==> src/rtl/xlat_pkg.sv <==
// Shared types for the address translation sequencing controller.
// Assumes: cause encodings are visible at the block boundary and must not change.
package xlat_pkg;

    typedef enum logic [1:0] {
        CAUSE_NONE    = 2'd0,
        CAUSE_PGFAULT = 2'd1,
        CAUSE_PROT    = 2'd2,
        CAUSE_DSFETCH = 2'd3
    } cause_e;

    typedef enum logic [2:0] {
        ST_IDLE,
        ST_LOOKUP,
        ST_WALK,
        ST_REFILL,
        ST_RETRY,
        ST_DONE,
        ST_FAULT
    } state_e;

endpackage

==> src/rtl/xlat_prot.sv <==
// Protection evaluator: decides whether an access is allowed from the
// segment key, the two page-protection bits and the access direction.
// Assumes: a fetch is presented as a read (is_store = 0).
module xlat_prot (
    input  logic       key,
    input  logic [1:0] pp,
    input  logic       is_store,
    output logic       allow
);

    // Map key/pp to read-write, read-only or no-access and apply direction.
    always_comb begin
        case ({key, pp})
            3'b0_11:          allow = !is_store;
            3'b1_00:          allow = 1'b0;
            3'b1_01, 3'b1_11: allow = !is_store;
            default:          allow = 1'b1;
        endcase
    end

endmodule

==> src/rtl/xlat_tlb.sv <==
// Small fully associative TLB with round-robin replacement.
// Assumes: a write is only issued for a page that currently misses, so at
// most one entry matches any lookup. ENTRIES must be 2 or more.
module xlat_tlb #(
    parameter int VPN_W   = 40,
    parameter int PPN_W   = 20,
    parameter int ENTRIES = 4
) (
    input  logic             clk,
    input  logic             rst_n,
    input  logic [VPN_W-1:0] lk_vpn,
    output logic             hit,
    output logic [PPN_W-1:0] hit_ppn,
    output logic [1:0]       hit_pp,
    input  logic             wr_en,
    input  logic [VPN_W-1:0] wr_vpn,
    input  logic [PPN_W-1:0] wr_ppn,
    input  logic [1:0]       wr_pp
);

    localparam int IDX_W = (ENTRIES > 1) ? $clog2(ENTRIES) : 1;
    localparam logic [IDX_W-1:0] LAST = IDX_W'(ENTRIES - 1);

    logic [ENTRIES-1:0] vld_q;
    logic [VPN_W-1:0]   tag_q [ENTRIES];
    logic [PPN_W-1:0]   ppn_q [ENTRIES];
    logic [1:0]         pp_q  [ENTRIES];
    logic [IDX_W-1:0]   rr_q;
    logic [ENTRIES-1:0] match;

    // Per-entry tag comparators.
    for (genvar i = 0; i < ENTRIES; i++) begin : g_cmp
        assign match[i] = vld_q[i] && (tag_q[i] == lk_vpn);
    end

    // Select the payload of the matching entry.
    always_comb begin
        hit     = |match;
        hit_ppn = '0;
        hit_pp  = '0;
        for (int i = 0; i < ENTRIES; i++) begin
            if (match[i]) begin
                hit_ppn = ppn_q[i];
                hit_pp  = pp_q[i];
            end
        end
    end

    // Valid bits and replacement pointer.
    always_ff @(posedge clk) begin
        if (!rst_n) begin
            vld_q <= '0;
            rr_q  <= '0;
        end else if (wr_en) begin
            vld_q[rr_q] <= 1'b1;
            rr_q        <= (rr_q == LAST) ? '0 : rr_q + 1'b1;
        end
    end

    // Entry payload storage, written at the replacement pointer.
    always_ff @(posedge clk) begin
        if (wr_en) begin
            tag_q[rr_q] <= wr_vpn;
            ppn_q[rr_q] <= wr_ppn;
            pp_q[rr_q]  <= wr_pp;
        end
    end

    // A refill must target a page that is absent (no duplicate entries).
    assert_no_dup_fill_R11: assert property (@(posedge clk) disable iff (!rst_n)
        wr_en && (wr_vpn == lk_vpn) |-> !hit);

endmodule

==> src/rtl/xlat_seq_ctrl.sv <==
// Address translation sequencing controller. Accepts one access at a time,
// routes it to the direct-store or page path, looks up the per-side TLB,
// requests a table search on a miss, refills and retries, checks protection,
// and reports a physical address, a direct-store hand-off or an exception.
// Assumes: the table-search engine answers every request with one ack pulse.
module xlat_seq_ctrl
    import xlat_pkg::*;
#(
    parameter int EA_W        = 32,
    parameter int SEG_SEL_W   = 4,
    parameter int OFF_W       = 12,
    parameter int VSID_W      = 24,
    parameter int PPN_W       = 20,
    parameter int TLB_ENTRIES = 4
) (
    input  logic                              clk,
    input  logic                              rst_n,
    input  logic                              acc_valid,
    output logic                              acc_ready,
    input  logic                              acc_is_fetch,
    input  logic                              acc_is_store,
    input  logic [EA_W-1:0]                   acc_ea,
    input  logic                              seg_t,
    input  logic                              seg_key,
    input  logic [VSID_W-1:0]                 seg_vsid,
    output logic                              walk_req,
    output logic [VSID_W+EA_W-SEG_SEL_W-OFF_W-1:0] walk_vpn,
    input  logic                              walk_ack,
    input  logic                              walk_found,
    input  logic [PPN_W-1:0]                  walk_ppn,
    input  logic [1:0]                        walk_pp,
    output logic                              res_valid,
    output logic [PPN_W+OFF_W-1:0]            res_pa,
    output logic                              ds_valid,
    output logic [EA_W-1:0]                   ds_ea,
    output logic                              exc_valid,
    output logic [1:0]                        exc_cause,
    output logic                              exc_side,
    output logic [EA_W-1:0]                   exc_ea
);

    localparam int PIDX_W = EA_W - SEG_SEL_W - OFF_W;
    localparam int VPN_W  = VSID_W + PIDX_W;
    localparam int PA_W   = PPN_W + OFF_W;
    localparam int SIDES  = 2; // index 0 data, index 1 instruction

    state_e              state_q;
    logic                fetch_q, store_q, t_q, key_q;
    logic [VSID_W-1:0]   vsid_q;
    logic [EA_W-1:0]     ea_q;
    logic [PPN_W-1:0]    fill_ppn_q;
    logic [1:0]          fill_pp_q;
    logic [PA_W-1:0]     pa_q;
    cause_e              cause_q;

    logic [VPN_W-1:0]    vpn;
    logic [SIDES-1:0]    side_hit;
    logic [PPN_W-1:0]    side_ppn [SIDES];
    logic [1:0]          side_pp  [SIDES];
    logic                sel_hit;
    logic [PPN_W-1:0]    sel_ppn;
    logic [1:0]          sel_pp;
    logic                allow;
    logic                in_xlate;

    // Page number from the latched segment id and EA page index.
    assign vpn = {vsid_q, ea_q[EA_W-SEG_SEL_W-1:OFF_W]};

    // One TLB per side; each is refilled only by accesses of its own side.
    for (genvar s = 0; s < SIDES; s++) begin : g_side
        logic wr_side;
        assign wr_side = (state_q == ST_REFILL) && (fetch_q == (s == 1));
        xlat_tlb #(
            .VPN_W   (VPN_W),
            .PPN_W   (PPN_W),
            .ENTRIES (TLB_ENTRIES)
        ) u_tlb (
            .clk     (clk),
            .rst_n   (rst_n),
            .lk_vpn  (vpn),
            .hit     (side_hit[s]),
            .hit_ppn (side_ppn[s]),
            .hit_pp  (side_pp[s]),
            .wr_en   (wr_side),
            .wr_vpn  (vpn),
            .wr_ppn  (fill_ppn_q),
            .wr_pp   (fill_pp_q)
        );
    end

    // Pick the TLB answer for the side of the current access.
    always_comb begin
        sel_hit = fetch_q ? side_hit[1] : side_hit[0];
        sel_ppn = fetch_q ? side_ppn[1] : side_ppn[0];
        sel_pp  = fetch_q ? side_pp[1]  : side_pp[0];
    end

    xlat_prot u_prot (
        .key      (key_q),
        .pp       (sel_pp),
        .is_store (store_q && !fetch_q),
        .allow    (allow)
    );

    assign in_xlate = (state_q == ST_LOOKUP) || (state_q == ST_RETRY);

    // Sequencing state machine and request/result registers.
    always_ff @(posedge clk) begin
        if (!rst_n) begin
            state_q    <= ST_IDLE;
            fetch_q    <= 1'b0;
            store_q    <= 1'b0;
            t_q        <= 1'b0;
            key_q      <= 1'b0;
            vsid_q     <= '0;
            ea_q       <= '0;
            fill_ppn_q <= '0;
            fill_pp_q  <= '0;
            pa_q       <= '0;
            cause_q    <= CAUSE_NONE;
        end else begin
            case (state_q)
                ST_IDLE: begin
                    if (acc_valid) begin
                        fetch_q <= acc_is_fetch;
                        store_q <= acc_is_store;
                        t_q     <= seg_t;
                        key_q   <= seg_key;
                        vsid_q  <= seg_vsid;
                        ea_q    <= acc_ea;
                        cause_q <= CAUSE_NONE;
                        state_q <= ST_LOOKUP;
                    end
                end
                ST_LOOKUP, ST_RETRY: begin
                    if (t_q) begin
                        if (fetch_q) begin
                            cause_q <= CAUSE_DSFETCH;
                            state_q <= ST_FAULT;
                        end else begin
                            state_q <= ST_DONE;
                        end
                    end else if (sel_hit) begin
                        if (allow) begin
                            pa_q    <= {sel_ppn, ea_q[OFF_W-1:0]};
                            state_q <= ST_DONE;
                        end else begin
                            cause_q <= CAUSE_PROT;
                            state_q <= ST_FAULT;
                        end
                    end else begin
                        state_q <= ST_WALK;
                    end
                end
                ST_WALK: begin
                    if (walk_ack) begin
                        if (walk_found) begin
                            fill_ppn_q <= walk_ppn;
                            fill_pp_q  <= walk_pp;
                            state_q    <= ST_REFILL;
                        end else begin
                            cause_q <= CAUSE_PGFAULT;
                            state_q <= ST_FAULT;
                        end
                    end
                end
                ST_REFILL: state_q <= ST_RETRY;
                default:   state_q <= ST_IDLE;
            endcase
        end
    end

    // Port outputs decoded from state and latched request.
    always_comb begin
        acc_ready = (state_q == ST_IDLE);
        walk_req  = (state_q == ST_WALK);
        walk_vpn  = vpn;
        res_valid = (state_q == ST_DONE) && !t_q;
        res_pa    = pa_q;
        ds_valid  = (state_q == ST_DONE) && t_q;
        ds_ea     = ea_q;
        exc_valid = (state_q == ST_FAULT);
        exc_cause = exc_valid ? cause_q : CAUSE_NONE;
        exc_side  = fetch_q;
        exc_ea    = ea_q;
    end

    // At most one result kind per cycle.
    assert_one_result_R1: assert property (@(posedge clk) disable iff (!rst_n)
        $onehot0({res_valid, ds_valid, exc_valid}));

    // After any result the controller is ready again.
    assert_ready_after_R1: assert property (@(posedge clk) disable iff (!rst_n)
        (res_valid || ds_valid || exc_valid) |=> acc_ready);

    // Direct-store hand-off is never taken by a fetch.
    assert_ds_data_only_R3: assert property (@(posedge clk) disable iff (!rst_n)
        ds_valid |-> !fetch_q);

    // Direct-store fetch exception is always instruction-side.
    assert_dsfetch_side_R4: assert property (@(posedge clk) disable iff (!rst_n)
        (exc_valid && exc_cause == CAUSE_DSFETCH) |-> exc_side);

    // Search request and page number hold until acknowledged.
    assert_walk_hold_R6: assert property (@(posedge clk) disable iff (!rst_n)
        (walk_req && !walk_ack) |=> (walk_req && $stable(walk_vpn)));

    // The retried lookup after refill must hit.
    assert_retry_hit_R7: assert property (@(posedge clk) disable iff (!rst_n)
        (state_q == ST_RETRY && !t_q) |-> sel_hit);

    // Translation states only occur with a request latched from idle.
    assert_lookup_from_idle_R1: assert property (@(posedge clk) disable iff (!rst_n)
        (acc_ready && acc_valid) |=> (in_xlate && !acc_ready));

endmodule

==> config.mk <==
export PLATFORM = sky130hd
export DESIGN_NAME = xlat_seq_ctrl
export DESIGN_NICKNAME = d
export VERILOG_FILES = /design/src/rtl/xlat_pkg.sv /design/src/rtl/xlat_prot.sv /design/src/rtl/xlat_tlb.sv /design/src/rtl/xlat_seq_ctrl.sv
export SDC_FILE = /design/constraint.sdc
export NUM_CORES = 1
export LEC_CHECK = 0
export BUFFER_PORTS_ARGS = -buffer_cell sky130_fd_sc_hd__buf_2
export CAP_MARGIN = 20
export CORE_ASPECT_RATIO = 1.1
export CORE_MARGIN = 2
export CORE_UTILIZATION = 54
export DETAILED_ROUTE_END_ITERATION = 16
export GPL_TIMING_DRIVEN = 0
export PLACE_DENSITY = 0.76
export SLEW_MARGIN = 10
export SYNTH_ARGS = -nofsm -noshare
export SYNTH_HDL_FRONTEND = slang
export SYNTH_SLANG_ARGS = --single-unit
==> constraint.sdc <==
create_clock -name clk -period 3.6 [get_ports clk]
set_clock_uncertainty 0.2 [all_clocks]
set_input_delay 0.9 -clock clk [delete_from_list [all_inputs] [get_ports clk]]
set_output_delay 0.9 -clock clk [all_outputs]
set_load 0.01 [all_outputs]
==> results_dict.tcl <==
set metrics [dict create \
    max-slew-margin-rel 0.251 \
    crit_family "simple AND/OR/NAND/NOR gates" \
    synth_area_um2 26300 \
    nFillCells 3377 \
    drive_above_1_share 0.271 \
    p_sw_frac 0.284 \
    grt_pass1_vias 17102 \
    synthDistinctLibCells 67 \
    drt_iter0_markers 1972 \
    violations "negative setup slack" \
    combPwrFrac 0.203 \
    drv_cap 0 \
    wl_mm 75.9 \
    critPathMostFrequentCell "or4_4" \
    critical_path.slowest_cell "or4_4" \
    use_met3 0.0541 \
    antenna_found_initial 1 \
    top_usage_layer "met2" \
    clock_latency_ns 0.64 \
    syn_inst 1928 \
    final_common_cell "edfxtp_1" \
    timing.final.crit_share 1.10 \
    clock-sinks 627 \
    ys.flop_type "edfxtp_1" \
    critPathCaptureType "flip-flop" \
    grt_use_met1 0.362 \
    maxSlewViolCount 0 \
    ys_seq_area_frac 0.666 \
    layout.nets 2389 \
    ys_ff_latch 627 \
    critPathMaxFanout 9 \
    pwr-share-seq 0.455 \
    grt_max_degree 51 \
    critPathRequiredTime_ns 3.92 \
    vias 17224 \
    leakage_nw 11.9 \
    met2_usage 0.516 \
    root_buffer "clkbuf_16" \
    hold_path_class "reg2reg" \
    power.density_nw_per_um2 583 \
    grt_pass1_wl_mm 109 \
    holdPathEnd "g_side[0].u_tlb.vld_q[3]" \
    wl_per_cell_um 25.4 \
    syn-num-nets 2023 \
    rsz0062_at_grt "yes" \
    postCtsHoldBufs 0 \
    p_int_mw 13.4 \
    initial_core_util 0.549 \
    clkSlewWorstSetupHoldPaths_ns 0.06 \
    fin_area_um2 32100 \
    power_switching_mw 5.31 \
    drt_pass1_iterations 6 \
    worst_slack_ns -0.345 \
    grt_overflow 0 \
    max_freq_mhz 253 \
    io_pins 231 \
    drc 0 \
    die_w_um 214 \
    dieArea_um2 50500 \
    synthArstFlopShare 0 \
    reg2reg_setup_slack_ns -0.35 \
    port_buffers 229 \
    numCtsBuffers 60 \
    max_slew.worst_pin.slew_ns 1.12 \
    cts_tree "done" \
    grt_usage 0.295 \
    core_um2 47900 \
    setup_viol 33 \
    via_per_inst 5.76 \
    power_frac_clock 0.342 \
    outcome "complete, but fails checks" \
    rows 84 \
    cts_max_path_buffers 3 \
    synthToLayoutAreaGrowth_pct 22.3 \
    worstSetupStartpoint "vsid_q[2]" \
    ant_nets 0 \
    die-height_um 235 \
    synth_edf_count 496 \
    min_from "g_side[0].u_tlb.vld_q[3]" \
    r2r-start "vsid_q[2]" \
    critPathKind "reg2reg" \
    slowest_delay_ns 0.63 \
    arrival_ns 4.26 \
    peakVddDrop_v 0.000543 \
    worst-path-buf-inv 3 \
    reg2reg_to "res_pa[4]" \
    hold_viol 0 \
    avgSynthCellArea_um2 13.6 \
    period_needed_ns 3.95 \
    mostFrequentLayoutCells "496 x edfxtp_1, 230 x buf_2, 207 x nand2_1, 189 x xnor2_1, 112 x buf_4" \
    reg2reg_depth 14 \
    ys_warn_count 0 \
    hold_path_depth 1 \
    cp_cell_sequence "buf_8, xnor2_1, nand4_1, or4_4, or4_4, nand3_2, a311oi_2, o21ai_1, mux2_4, or3b_4, buf_12, buf_16, mux2i_1, nor2b_1" \
    dp_hpwl_mm 47.9 \
    start_kind "flip-flop" \
    utilization 0.671 \
    placed_area_um2 28500 \
    place_congestion 0.897 \
    htreeDepth 2 \
]
[stage by stage]
| step | power [mW] | hold WS, ns | instances | TNS (ns) | setup WS [ns] |
|---|---|---|---|---|---|
| after floorplan | 10.4 | 0.234 | 1928 | 0 | 0.000464 |
| after global placement | 11.7 | 0.245 | 2802 | -573.53 | -1.58 |
| after detailed placement | 11.8 | 0.256 | 2812 | -54.18 | -1.59 |
| after CTS | 18.6 | 0.271 | 2968 | -6.49 | -0.234 |
| after global routing | 19.3 | 0.292 | 2990 | -13.01 | -0.438 |
| final | 18.7 | 0.273 | 2991 | -10.28 | -0.345 |
[registers in the layout (all words and copies together), names as in the netlist]
name	count
vsid_q	24
state_q	3
exc_side	1
ds_ea	32
key_q	1
res_pa	32
cause_q	2
fill_pp_q	2
g_side.u_tlb.vld_q	8
g_side.u_tlb.tag_q	320
fill_ppn_q	20
g_side.u_tlb.ppn_q	160
g_side.u_tlb.pp_q	16
store_q	1
t_q	1
g_side.u_tlb.rr_q	4
[synth_stat cells (3+ instances only)]
cell	instances	area share
edfxtp_1	496	0.57
nand3b_1	20	0.0057
nand2_1	207	0.030
nand3_1	37	0.0070
a311oi_1	4	0.0013
and3_1	8	0.0019
nor3_1	13	0.0025
o21ai_0	28	0.0053
nor2b_1	43	0.010
buf_6	8	0.0034
xor2_1	90	0.030
and4_1	3	0.0010
nor4_1	34	0.0081
buf_1	7	0.0010
a31oi_1	22	0.0052
and2_1	13	0.0031
inv_1	48	0.0069
o21a_1	8	0.0023
a21boi_0	83	0.024
xnor2_1	211	0.070
ha_1	8	0.0038
nand4_1	52	0.012
o22ai_1	3	0.00071
mux2_2	19	0.0081
dfxtp_1	131	0.10
a21oi_1	5	0.00095
nand2b_1	7	0.0017
buf_4	51	0.015
buf_2	33	0.0063
clkbuf_1	57	0.0081
nor2_1	37	0.0053
mux2i_1	97	0.037
[cell families after synthesis]
group / after synthesis / synth area share
flip-flops: 627 / 0.666
XOR/XNOR: 301 / 0.100
AND/OR/NAND/NOR: 488 / 0.0938
adder cells (fa/ha/maj): 8 / 0.00381
buffers and inverters: 205 / 0.0405
multiplexers: 117 / 0.0455
AO/OA/AOI/OAI: 182 / 0.0499
[worst max path at each step]
stage,slack [ns],cells past startpoint,end
2_1_floorplan,0.0005,15,res_pa[10]
3_3_place_gp,-1.58,13,res_pa[23]
3_5_place_dp,-1.59,14,res_pa[8]
4_1_cts,-0.23,15,res_pa[21]
5_1_grt,-0.44,14,res_pa[23]
6_report,-0.35,14,res_pa[4]
[what timing repair did]
| action | CTS | global route |
|---|---|---|
| endpoints found under the hold margin | 0 | 0 |
| gates resized for setup | 216 | 43 |
| pin swaps | 20 | 25 |
| gates cloned | 1 | 1 |
| endpoints found under the setup margin | 37 | 37 |
| setup buffers | 44 | 23 |
[power by group through the flow]
stage,registers [mW],logic (mW),clock network [mW]
global placement,8.86,2.85,0
CTS,8.55,3.57,6.44
finish,8.53,3.80,6.41
detailed placement,8.88,2.92,0
global route,8.55,3.99,6.73
floorplan,8.64,1.80,0
[cell type report]
| cell class | count | area, um^2 | area share |
|---|---|---|---|
| sequential | 627 | 17700 | 0.549 |
| multi-input combinational | 1096 | 8270 | 0.257 |
| timing repair buffer | 308 | 1980 | 0.0617 |
| clock buffer | 80 | 1630 | 0.0506 |
| buffer | 153 | 1250 | 0.0389 |
| tap | 645 | 807 | 0.0251 |
| clock inverter | 33 | 357 | 0.0111 |
| inverter | 48 | 180 | 0.00561 |
| antenna | 1 | 2.50 | 0.0000779 |
[routing by layer]
layer,up-vias,wire (um),share of wire
met4,0,3150,0.041
met2,938,38500,0.51
met3,170,6570,0.087
met1,8532,27600,0.36
li1,7584,-,-
met5,-,0,0
(Power assumes the default switching activity.)
